===== config.mk =====
export PLATFORM = sky130hd
export DESIGN_NAME = salu_top
export DESIGN_NICKNAME = d
export VERILOG_FILES = /design/src/rtl/salu_pkg.sv /design/src/rtl/salu_decode.sv /design/src/rtl/salu_datapath.sv /design/src/rtl/salu_top.sv
export SDC_FILE = /design/constraint.sdc
export NUM_CORES = 1
export LEC_CHECK = 0
export BUFFER_PORTS_ARGS = -buffer_cell sky130_fd_sc_hd__clkbuf_2
export CORE_MARGIN = 8
export CORE_UTILIZATION = 40
export DETAILED_ROUTE_END_ITERATION = 8
export GPL_TIMING_DRIVEN = 0
export PLACE_DENSITY = 0.72
export SLEW_MARGIN = 20
export SYNTH_ARGS = -nofsm -noshare
export SYNTH_HDL_FRONTEND = slang
export SYNTH_SLANG_ARGS = --single-unit
export TNS_END_PERCENT = 50

===== constraint.sdc =====
create_clock -name vclk -period 7.9
set_input_delay 1.58 -clock vclk [all_inputs]
set_output_delay 1.58 -clock vclk [all_outputs]
set_load 0.02 [all_outputs]

===== src/rtl/salu_pkg.sv =====
package salu_pkg;
  localparam int CTRL_W = 5;

  typedef enum logic [1:0] {
    SEL_SUM  = 2'b00,
    SEL_AND  = 2'b01,
    SEL_A    = 2'b10,
    SEL_B    = 2'b11
  } outSel_e;

  typedef struct packed {
    logic    zeroB;
    logic    invertB;
    logic    carryIn;
    outSel_e outSel;
  } strobes_t;
endpackage


===== src/rtl/salu_decode.sv =====
module salu_decode
  import salu_pkg::*;
(
  input  logic [CTRL_W-1:0] ctrlWord,
  output strobes_t          strobes
);
  always_comb begin
    strobes.zeroB   = ctrlWord[4];
    strobes.invertB = ctrlWord[3];
    strobes.carryIn = ctrlWord[2];
    strobes.outSel  = outSel_e'(ctrlWord[1:0]);
  end
endmodule


===== src/rtl/salu_datapath.sv =====
module salu_datapath
  import salu_pkg::*;
#(
  parameter int WIDTH = 8
) (
  input  logic [WIDTH-1:0] opA,
  input  logic [WIDTH-1:0] opB,
  input  strobes_t         strobes,
  output logic [WIDTH-1:0] result,
  output logic             carryOut,
  output logic             zeroFlag
);
  logic [WIDTH-1:0] invB;
  logic [WIDTH-1:0] condB;
  logic [WIDTH-1:0] sumBits;
  logic [WIDTH:0]   carryChain;
  logic [WIDTH-1:0] andBits;

  assign carryChain[0] = strobes.carryIn;

  genvar i;
  generate
    for (i = 0; i < WIDTH; i++) begin : g_bit
      assign invB[i]    = opB[i] ^ strobes.invertB;
      assign condB[i]   = invB[i] & ~strobes.zeroB;
      assign sumBits[i] = opA[i] ^ condB[i] ^ carryChain[i];
      assign carryChain[i+1] = (opA[i] & condB[i]) |
                               (carryChain[i] & (opA[i] ^ condB[i]));
      assign andBits[i] = opA[i] & opB[i];
    end
  endgenerate

  always_comb begin
    unique case (strobes.outSel)
      SEL_SUM: result = sumBits;
      SEL_AND: result = andBits;
      SEL_A:   result = opA;
      SEL_B:   result = opB;
      default: result = sumBits;
    endcase
  end

  assign carryOut = carryChain[WIDTH];
  assign zeroFlag = ~|result;

  // Cross-checks between the conditioning stage, adder chain and selector
  always_comb begin
    if (strobes.outSel == SEL_A)
      p_pass_a_r3: assert (result == opA);
    if (strobes.outSel == SEL_AND)
      p_and_raw_b_r2: assert (result == (opA & opB));
    if (strobes.zeroB && strobes.outSel == SEL_SUM)
      p_zero_b_r5: assert (result == opA + {{(WIDTH-1){1'b0}}, strobes.carryIn});
    if (strobes.invertB && strobes.carryIn && !strobes.zeroB)
      p_sub_carry_r4: assert (carryOut == (opA >= opB));
    p_zero_flag_r7: assert (zeroFlag == (result == '0));
  end
endmodule


===== src/rtl/salu_top.sv =====
module salu_top
  import salu_pkg::*;
#(
  parameter int WIDTH = 8
) (
  input  logic [WIDTH-1:0]  opA,
  input  logic [WIDTH-1:0]  opB,
  input  logic [CTRL_W-1:0] ctrlWord,
  output logic [WIDTH-1:0]  result,
  output logic              carryOut,
  output logic              zeroFlag
);
  strobes_t strobes;

  salu_decode u_decode (
    .ctrlWord (ctrlWord),
    .strobes  (strobes)
  );

  salu_datapath #(.WIDTH(WIDTH)) u_datapath (
    .opA      (opA),
    .opB      (opB),
    .strobes  (strobes),
    .result   (result),
    .carryOut (carryOut),
    .zeroFlag (zeroFlag)
  );
endmodule


### After elaboration in Yosys (flattened, before gate mapping)

Cells that the tools add are included.

* shift-type cells: 0
* multiplexer cells: 1
* bitwise operators: 65
* equality and inequality tests: 3
* add/sub/neg operators: 0
* magnitude comparators: 0
* reductions and logical operators: 3
* multiply operators: 0
* divide/modulo/power cells: 0

Operators by type and width (number)
* $and 1x1->1: 32
* $pmux 8 s4: 1
* $xor 1x1->1: 24
* $or 1x1->1: 8
* $reduce_or 8->1: 1
* $eq 2x2->1 const B: 2
* $eq 2x1->1 const B: 1
* $logic_not 2->1: 1
* $logic_not 1->1: 1
* $not 1->1: 1

* output and inout port bits: 10
* memories kept: 0
* register bits after elaboration: 0
* memory bits (read-only): 0
* word-level logic and storage cells: 72
* memory bits (writable): 0
* bits in latches: 0
* bits of input ports: 21

### Longest topological paths before layout

* word-level depth: 21
* mapped depth: 19
* depth with buffers taken out: 18

### Hierarchy

A second synthesis with hierarchy kept.

* cell total of the unflattened synthesis: 82
* area total of the unflattened synthesis: 665.6 sq um

Modules (own cells, without submodules)
* salu_datapath: sequential area each 0.0 sq um, area each 628.1 sq um, cells each 77, instances 1
* salu_decode: sequential area each 0.0 sq um, area each 37.5 sq um, cells each 5, instances 1

### Worst setup path after synthesis

OpenSTA, ideal clock, no wires.

* kind: input to output
* from: input ctrlWord[3]
* to: output zeroFlag
* data arrival time: 5.413 ns
* required time: 6.320 ns
* path buffers: 1
* stages: 19
* path slack: 0.907 ns
* cell sequence: clkbuf_1 > xor2_1 > nand2b_1 > fa_1 > inv_1 > fa_1 > inv_1 > fa_1 > fa_1 > inv_1 > fa_1 > fa_1 > fa_1 > inv_1 > fa_1 > nor2_1 > a211oi_1 > a21oi_1 > nor4b_4

* cells in the longest elaborated chain, start to end: 21
* elaborated cells between the ends (all ways): 56
* those cells by class: mux (1); bitwise (53); reduce/logical (2)

Ends and longest elaborated chain
* start, declared: line salu_top.sv:8 `input logic [CTRL_W-1:0] ctrlWord,`
* $xor 1x1->1: line salu_datapath.sv:24 `assign invB[i] = opB[i] ^ strobes.invertB;`
* $and 1x1->1: line salu_datapath.sv:25 `assign condB[i] = invB[i] & ~strobes.zeroB;`
* $xor 1x1->1: line salu_datapath.sv:28 `(carryChain[i] & (opA[i] ^ condB[i]));`
* $and 1x1->1: line salu_datapath.sv:28
* $or 1x1->1: line salu_datapath.sv:27 `assign carryChain[i+1] = (opA[i] & condB[i]) |`
* $and 1x1->1: line salu_datapath.sv:28
* $or 1x1->1: line salu_datapath.sv:27
* $and 1x1->1: line salu_datapath.sv:28
* [... 6 more ...]
* $or 1x1->1: line salu_datapath.sv:27
* $and 1x1->1: line salu_datapath.sv:28
* $or 1x1->1: line salu_datapath.sv:27
* $xor 1x1->1 *: line salu_datapath.sv:26 `assign sumBits[i] = opA[i] ^ condB[i] ^ carryChain[i];`
* $pmux 8 s4 *: line salu_datapath.sv:34 `unique case (strobes.outSel)`
* named net result[7]: line salu_top.sv:9 `output logic [WIDTH-1:0] result,`
* $reduce_or 8->1 *: line salu_datapath.sv:44 `assign zeroFlag = ~|result;`
* $logic_not 1->1 *: line salu_datapath.sv:44
* end, declared: line salu_top.sv:11 `output logic zeroFlag`

Mark *: on every way through the listed nets, which the timed path passes. The rest lies on a longest branch.

### Worst setup path after layout

* from: input ctrlWord[3]
* to: output zeroFlag

* cells in the longest elaborated chain, start to end: 21
* elaborated cells between the ends (all ways): 56
* those cells by class: mux (1); bitwise (53); reduce/logical (2)

Ends and longest elaborated chain (line)
* $xor 1x1->1: salu_datapath.sv:24
* $and 1x1->1: salu_datapath.sv:25
* $xor 1x1->1: salu_datapath.sv:26, salu_datapath.sv:28
* $and 1x1->1: salu_datapath.sv:28
* $or 1x1->1: salu_datapath.sv:27
* $and 1x1->1: salu_datapath.sv:28
* $or 1x1->1: salu_datapath.sv:27
* $and 1x1->1: salu_datapath.sv:28
* [... 5 more ...]
* $and 1x1->1: salu_datapath.sv:28
* $or 1x1->1: salu_datapath.sv:27
* $and 1x1->1: salu_datapath.sv:28
* $or 1x1->1: salu_datapath.sv:27
* $xor 1x1->1: salu_datapath.sv:26
* $pmux 8 s4 *: salu_datapath.sv:34
* $reduce_or 8->1 *: salu_datapath.sv:44
* $logic_not 1->1 *: salu_datapath.sv:44

Mark *: on every way between the ends. The rest lies on a longest branch, timed or not.

==> results by group <==
Clock network
  • Hold buffer count at CTS: 0
  • Post-CTS Setup Inserts: 0
  • Post-CTS sizing: 0

Worst setup path
  • Data arrival, critical path: about 5.6 ns
  • CP Launch Type: input port
  • CP max FO: 8
  • Worst path required time: 6.32 ns
  • Critical Path Sink Type: output port
  • CP Class: in2out
  • CP startpoint: ctrlWord[3]
  • Critical Path Sink: zeroFlag

Floorplan
  • Core ar.: between 0.001 and 0.0015 mm^2
  • Rows: 14
  • Ports: 31
  • Die area: 0.00294 mm^2
  • Initial core utilization: 40.8%
  • Die height: between 50 and 60 um
  • Chip width: 54.3 um

Synthesis
  • Syn nets: 99
  • Synth top area cells: fa_1 27%, mux2i_1 10%, inv_1 6.4%, xnor2_1 6.0%, xor2_1 6.0%
  • Synthesized cell area: 586 um^2
  • Leading area contributor after synthesis: fa_1
  • Post-synth top area share: between 20% and 30%
  • Mean Syn Cell Area: 8.37 um^2
  • Sequential fraction of the synthesis area: 0%
  • Yosys warns: 0
  • Cell count after synthesis: 70
  • Cell variety after synth: 21

Place
  • RePlAce Congestion: 0.767
  • Post-placement cell count: 116
  • PortBufs: 30
  • DP HPWL: 1280 um

Layout
  • Diodes inserted: 0
  • Layout cells sized above 1: 36.0%
  • Commonest non-fill, non-tap cells in the layout: 30 x clkbuf_2, 10 x inv_1, 8 x fa_1
  • CLK BUF: 0
  • Area growth, synth to finish: 29.1%
  • Commonest non-fill, non-tap cell in the layout: clkbuf_2
  • Fill cells: 150
  • Storage cell area: 0 um^2
  • Nets@finish: 131
  • Share of the core filled with cells: 52.6%
  • Sequential cells: 0
  • Finished Layout Cells: 116

Drt
  • Initial DRC Count: 0
  • Routed wire length per instance: 12.3 um
  • DR vias/cell: 4.91
  • Number of routed nets with antenna violations: 0
  • Drt pass-1 iters: 1
  • DRC: 0
  • Final wirelength: 1430 um
  • Total number of vias: roughly 570

Pwr
  • Total power draw: 0.0000569 W
  • Pwr per Cell Area: 75.3 mW/mm^2
  • Worst IR Drop VDD: 0.0359 mV
  • Static leakage: around 0.39 nW

Timing
  • Final setup TNS: 0 ns
  • Hold Slack: 3.53 ns
  • Final hold violations: 0
  • Rel. slew slack: 62.5%
  • Setup violators final: 0
  • Fmax: 0.139 GHz
  • Tmin final: 7.20 ns
  • Crit share post-route: approximately nine tenths
  • Final slew viol count: 0
  • Slew @ Worst Pin: 0.562 ns
  • RSZ-0062 raised after global routing: false

Global route
  • Vias in the first global route: 602
  • Remaining global-route overflow: 0
  • First-pass GRT wire length: 2360 um
  • Initial antenna violation count: 0
  • Largest net degree at the start of global routing: 11
  • Overall routing resource usage: 10.1%

Flow run
  • Max cap viols: 0

Worst hold path
  • Hold WC Path Type: in2out
  • Hold Path Origin: ctrlWord[0]

Status
  • Outcome: finished clean
==> logic make-up (layout without fill, tap and decap cells) <==
family	Yosys count	after routing	share of synthesized area, %
AOI/OAI and AO/OA	15	15	17.1
adders and majority gates	8	8	27.3
muxes	6	6	10.3
buffers and inverters	14	44	11.1
and+or+nand+nor	19	19	22.2
xor gates and xnor gates	8	8	12.0
==> worst max-delay path, cell delays in order <==
cell and delay (ns):
clkbuf_1 0.42, xor2_1 0.20, nand2b_1 0.09, fa_1 0.37, inv_1 0.08, fa_1 0.16, inv_1 0.05, fa_1 0.37
fa_1 0.38, inv_1 0.08, fa_1 0.18, fa_1 0.21, fa_1 0.18, inv_1 0.05, fa_1 0.47, nor2_1 0.04
a211oi_1 0.20, a21oi_1 0.11, nor4b_4 0.21, clkbuf_2 0.21
==> layer usage <==
layer | up-vias | part of all wire, % | track usage (%)
met5 | - | 0 | 0
met4 | 0 | 0 | 0
met3 | 0 | 10 | 1.36
met2 | 24 | 45 | 18.9
met1 | 253 | 44 | 12.7
li1 | 292 | - | -
==> synthesized netlist by cell type, drive strengths merged <==
| cell | n |
|---|---|
| nor4b | 1 |
| o211ai | 3 |
| o31ai | 3 |
| a211oi | 2 |
| inv | 10 |
| xor2 | 4 |
| mux2i | 6 |
| nor2b | 4 |
| xnor2 | 4 |
| buf | 2 |
| nand2b | 4 |
| clkbuf | 2 |
| o21ai | 5 |
| or4 | 1 |
| a21oi | 2 |
| and2b | 3 |
| fa | 8 |
| nor2 | 6 |
==> power breakdown <==
part	internal (W)	total, W	leakage (nW)	switching, W
clock	0	0	0	0
sequential	0	0	0	0
combinational	0.0000244	0.0000569	0.393	0.0000325
total	0.0000244	0.0000569	0.393	0.0000325
==> cell type report <==
cell class / instances / area [um^2] / share of cell area (%)
timing repair buffer: 30 / 150 / 19.9
tap: 16 / 20.0 / 2.65
multi-input combinational: 56 / 520 / 68.9
buffer: 4 / 27.5 / 3.64
inverter: 10 / 37.5 / 4.97
==> stage by stage <==
stage / setup WS [ns] / cell area (um^2)
after floorplan: 0.907 / 586
after global placement: 0.750 / 756
after detailed placement: 0.660 / 756
after CTS: 0.657 / 756
after global routing: 0.499 / 756
final: 0.704 / 756
==> worst min path at each step <==
stage	cells after the start	slack (ns)	end
2_1_floorplan	1	3.32	result[3]
3_3_place_gp	3	3.53	result[2]
3_5_place_dp	3	3.54	result[2]
4_1_cts	3	3.54	result[2]
5_1_grt	3	3.56	result[2]
6_report	3	3.53	result[2]
No activity file was read; power rests on OpenSTA's default activity.
